===== config.mk =====
export PLATFORM = sky130hd
export DESIGN_NAME = sof_watchdog
export DESIGN_NICKNAME = d
export VERILOG_FILES = /design/src/rtl/sof_watchdog.sv
export SDC_FILE = /design/constraint.sdc
export NUM_CORES = 1
export LEC_CHECK = 0
export BUFFER_PORTS_ARGS = -buffer_cell sky130_fd_sc_hd__buf_2
export CAP_MARGIN = 5
export CORE_UTILIZATION = 45
export DETAILED_ROUTE_END_ITERATION = 12
export PLACE_DENSITY_LB_ADDON = 0.1
export SLEW_MARGIN = 40
export SYNTH_ARGS = -nofsm -noshare
export SYNTH_HDL_FRONTEND = slang
export SYNTH_SLANG_ARGS = --single-unit
export TNS_END_PERCENT = 5

===== constraint.sdc =====
create_clock -name clk_i -period 2 [get_ports clk_i]
set_input_delay 0.4 -clock clk_i [delete_from_list [all_inputs] [get_ports clk_i]]
set_output_delay 0.4 -clock clk_i [all_outputs]
set_load 0.01 [all_outputs]

===== src/rtl/sof_watchdog.sv =====
module sof_watchdog #(
  parameter int TICK_LIMIT = 1024,
  parameter int MISS_LIMIT = 4
) (
  input  logic clk_i,
  input  logic rst_ni,
  input  logic us_tick_i,
  input  logic sof_seen_i,
  input  logic link_up_i,
  input  logic link_rst_i,
  output logic frame_miss_o,
  output logic host_gone_o
);

  localparam int TW = $clog2(TICK_LIMIT + 1);
  localparam int MW = $clog2(MISS_LIMIT + 1);
  localparam logic [TW-1:0] TMAX = TW'(TICK_LIMIT);
  localparam logic [MW-1:0] MMAX = MW'(MISS_LIMIT);

  logic [TW-1:0] tmr_q;
  logic [MW-1:0] miss_q;
  logic          wipe;

  assign wipe         = sof_seen_i || !link_up_i || link_rst_i;
  assign frame_miss_o = (tmr_q == TMAX);
  assign host_gone_o  = (miss_q == MMAX);

  always_ff @(posedge clk_i or negedge rst_ni) begin
    if (!rst_ni)                   tmr_q <= '0;
    else if (wipe || frame_miss_o) tmr_q <= '0;
    else if (us_tick_i)            tmr_q <= tmr_q + TW'(1);
  end

  always_ff @(posedge clk_i or negedge rst_ni) begin
    if (!rst_ni)                           miss_q <= '0;
    else if (wipe)                         miss_q <= '0;
    else if (frame_miss_o && !host_gone_o) miss_q <= miss_q + MW'(1);
  end

  always_ff @(posedge clk_i) begin
    if (rst_ni) begin
      assert (tmr_q <= TMAX && miss_q <= MMAX)
        else $error("counter out of range");
    end
  end

  assert_no_tick_hold_R2: assert property (@(posedge clk_i) disable iff (!rst_ni)
    (!us_tick_i && !wipe && !frame_miss_o) |=> $stable(tmr_q));

  assert_single_strobe_R3: assert property (@(posedge clk_i) disable iff (!rst_ni)
    frame_miss_o |=> !frame_miss_o);

  assert_sof_clears_R4: assert property (@(posedge clk_i) disable iff (!rst_ni)
    sof_seen_i |=> (!frame_miss_o && !host_gone_o));

  assert_link_down_quiet_R5: assert property (@(posedge clk_i) disable iff (!rst_ni)
    !link_up_i |=> (!frame_miss_o && !host_gone_o));

  assert_bus_rst_clears_R6: assert property (@(posedge clk_i) disable iff (!rst_ni)
    link_rst_i |=> (!frame_miss_o && !host_gone_o));

  assert_lost_after_miss_R7: assert property (@(posedge clk_i) disable iff (!rst_ni)
    $rose(host_gone_o) |-> $past(frame_miss_o));

  assert_lost_sticky_R8: assert property (@(posedge clk_i) disable iff (!rst_ni)
    (host_gone_o && !wipe) |=> host_gone_o);

endmodule


Word-level counts from Yosys, hierarchy flattened
Cells that the tools add are included.

word-level totals
  logic and storage cells = 18
  output and inout port bits = 2
  bits of input ports = 6
  flip-flop bits (word level) = 14

cells by class
  reductions and logical operators = 8
  multiplexer cells = 4
  equal/unequal tests = 2
  $add $sub $neg = 2

operators by type and width
  cell                                                             count
  11-bit 2-to-1 mux                                                2
  11-bit by 1-bit adder with 11-bit output, second input constant  1
  11-bit equality test, second input constant                      1
  3-bit 2-to-1 mux                                                 2
  2-bit nonzero test                                               2
  3-bit by 1-bit adder with 3-bit output, second input constant    1
  3-bit equality test, second input constant                       1
  1-bit logical OR                                                 3
  1-bit logical NOT                                                2
  1-bit logical AND                                                1

Longest topological paths before layout
  depth after elaboration = 5
  mapped depth = 7
  mapped depth without buffers = 6

Worst setup path before layout
No wires, ideal clock.

  path type = flip-flop to flip-flop
  start point = reg tmr_q[0]
  end point = reg tmr_q[0]
  arrival time = 1374 ps
  clock period less this slack = 1445 ps
  stages on the path, launching flop included = 8
  slack = 555 ps
  required time = 1929 ps
  setup time = 71 ps
  path buffers = 1
  path through = dfrtp_1 inv_1 ha_1 and2_1 and3_4 or2_4 buf_6 nor2_1

between the ends
  word-level cells in the longest chain between the ends = 3
  elaborated cells between the ends (all ways) = 6
  those cells by class = add/sub: 1; eq/ne: 1; mux: 2; reduce/logical: 2

RTL lines
  item                                                     line  source
  start: declaration                                       20    logic [TW-1:0] tmr_q;
  start signal: assignment                                 31    else if (us_tick_i) tmr_q <= tmr_q + TW'(1);
  11-bit equality test *                                   25    assign frame_miss_o = (tmr_q == TMAX);
  via frame_miss_o                                         11    output logic frame_miss_o,
  1-bit logical OR *                                       30    else if (wipe || frame_miss_o) tmr_q <= '0;
  11-bit 2-to-1 mux or 2-bit nonzero test (tied branches)  n/a

The timed path passes the listed nets; every way through them passes the cells marked *. The select of a mux whose other input is x is not followed.
A chain may end at the register's enable or synchronous reset.

Final worst setup path
  start point = reg tmr_q[7]
  end point = out frame_miss_o

between the ends
  word-level cells in the longest chain between the ends = 1

RTL lines
  item                  line
  11-bit equality test  25
  end: declaration      11

No other way between the ends.

==> results.json <==
{
  "irDropWorstVdd_mv": 0.266,
  "pwr-share-seq": 0.560,
  "async_flop_share": 1.00,
  "vias": 533,
  "cellPowerDensity_mw_per_mm2": 594,
  "die-area_mm2": 0.00189,
  "ys_seq_area_frac": 0.452,
  "period_needed_ns": 1.85,
  "drive_gt1_frac": 0.207,
  "worst_ep_required_time_ns": 1.60,
  "status": "finished with violations",
  "fmax_mhz": 539,
  "grt.overflow.total": 0,
  "num_rows": 14,
  "first_pass_iters": 8,
  "fin_nets": 98,
  "finalHoldViolations": 2,
  "grt_max_degree": 15,
  "comb_power_share": 0.039,
  "die_h_um": 43.5,
  "power_frac_clock": 0.401,
  "placed_cell_area_um2": 820,
  "r2r_slack_ns": 0.51,
  "fin_setup_tns_ns": 0,
  "synth-seq-cells": 14,
  "setup_ws_ns": 0.145,
  "cp_max_fo": 4,
  "synth_area_um2": 776,
  "ant_nets": 0,
  "layout_common_cells": "nor2_1, dfrtp_1, xnor2_1",
  "crit_chain": "nor4_1 > and3_4 > buf_2",
  "setup_viol_count_final": 0,
  "fin_util": 0.549,
  "cp_top_family": "simple AND/OR/NAND/NOR gates",
  "grt_pass1_wl_um": 2300,
  "cts_root_buf": "clkbuf_4",
  "pre_cts_ws_ns": 0.439,
  "fin_area_um2": 856,
  "antenna_found_initial": 0,
  "max-slew-margin-rel": 0.760,
  "via_per_inst": 5.17,
  "post-route-drc-count": 2,
  "clk_path_buf_depth": 2,
  "cp-startpoint": "tmr_q[7]",
  "syn-num-nets": 87,
  "htreeDepth": 1,
  "grt_pass1_vias": 567,
  "hold_class": "input pin to asynchronous set/reset pin",
  "critPathKind": "flip-flop to primary output",
  "io_buffer_count": 7,
  "clock-sinks": 14,
  "path_buf_inv": 1,
  "cts_buffers": 3,
  "hold_buffers": 0,
  "fp.dieW_um": 43.5,
  "start_util": 0.498,
  "wl_um": 1280,
  "grtUsageTotal": 0.174,
  "synth_cells": 77,
  "failed_checks": "design-rule violations, negative hold slack",
  "drv_slew": 0,
  "drtIter0Drc": 7,
  "cp_slowest_cell": "dfrtp_1",
  "crit_arrival_ns": 1.45,
  "cts_resized": 0,
  "p_total_uw": 508,
  "rsz0062_at_grt": "no",
  "synth-edff-count": 0,
  "place_congestion": 0.773,
  "dp_hpwl_um": 995,
  "yosysWarnings": 0,
  "wire_per_inst_um": 12.4,
  "path_clk_slew_ns": 0.09,
  "worstMarginPinSlew_ns": 0.357,
  "synth_top_flop_cell": "dfrtp_1",
  "intPower_uw": 401,
  "clock_latency_ns": 0.28,
  "holdWs_ns": -0.00177,
  "syn_to_final_growth_pct": 10.3,
  "finalCritPeriodShare": 0.927,
  "diodes": 0,
  "drv_cap": 0,
  "cts_setup_buffers": 0,
  "cp-end-kind": "primary output",
  "p_leak_nw": 0.368,
  "avgSynthCellArea_um2": 10.1,
  "clock_skew_ns": 0.00575,
  "timing.rr.start": "tmr_q[0]",
  "startpoint_type": "flip-flop",
  "netSwitchingPower_uw": 107,
  "crit_path_max_incr_delay_ns": 0.42,
  "swShare": 0.211,
  "cts_tree": "built",
  "synth_cell_types": 21,
  "boundaryPins": 8,
  "design.core.area_mm2": 0.00156
}
==> worst paths after layout <==
kind                           endpoint  cells past startpoint
setup / recovery           frame_miss_o                      3
hold / removal                 tmr_q[6]                      1
setup reg to reg               tmr_q[0]                      6
hold reg to reg               tmr_q[10]                      2
max in group asynchronous      tmr_q[2]                      1
min in group clk_i            miss_q[0]                      3
==> state kept, by name, summed over array words and instances, names as in the netlist <==
register  flops
miss_q        3
tmr_q        11
==> routing by layer <==
| layer | part of all wire | track usage |
|---|---|---|
| met1 | 0.51 | 0.228 |
| met2 | 0.46 | 0.270 |
| met3 | 0.023 | 0.0250 |
| met4 | 0.012 | 0.113 |
| met5 | 0 | 0 |
==> worst register-to-register path: cells and delay by family (launching register included) <==
| family | cells | cell delay [ns] |
|---|---|---|
| flops | 1 | 0.43 |
| simple gates | 4 | 0.74 |
| buf+inv | 1 | 0.06 |
| fa+ha+maj | 1 | 0.19 |
==> cell usage after synthesis, types with 2 or more instances <==
master	instances	share of area
and2_1	2	0.016
dfrtp_1	14	0.45
ha_1	4	0.065
inv_1	7	0.034
mux2i_1	2	0.026
nand2_1	5	0.024
nand4_2	2	0.032
nor2_1	14	0.068
nor3_1	4	0.026
nor4_1	2	0.016
nor4_2	2	0.032
xnor2_1	10	0.11
==> layout make-up <==
cell class / instances / area (µm²)
inverter: 7 / 26.3
timing repair buffer: 7 / 35.0
multi-input combinational: 55 / 388
tap: 16 / 20.0
clock buffer: 4 / 36.3
sequential: 14 / 350
fill: 153 / 703
==> per-stage QoR <==
step | std cells | hold WS [ns]
2_1_floorplan | 77 | 0.104
3_3_place_gp | 99 | 0.319
3_5_place_dp | 99 | 0.320
4_1_cts | 103 | 0.00893
5_1_grt | 103 | 0.0199
6_report | 103 | -0.00177
==> cell families (layout without fill, tap and decap cells) <==
group | after synthesis | count (layout) | synth area share
multiplexers | 2 | 2 | 0.0258
XOR/XNOR | 11 | 11 | 0.124
adder cells (fa/ha/maj) | 4 | 4 | 0.0645
AO/OA/AOI/OAI | 1 | 1 | 0.00645
AND/OR/NAND/NOR | 37 | 37 | 0.279
flip-flops | 14 | 14 | 0.452
buffers and inverters | 8 | 18 | 0.0484
==> power groups by stage <==
stage | clock network (mW) | logic, mW | registers [mW]
detailed placement | 0 | 0.0212 | 0.290
global route | 0.221 | 0.0236 | 0.285
finish | 0.204 | 0.0200 | 0.284
CTS | 0.210 | 0.0213 | 0.284
floorplan | 0 | 0.00876 | 0.290
global placement | 0 | 0.0210 | 0.290
No activity file was read; power rests on OpenSTA's default activity.
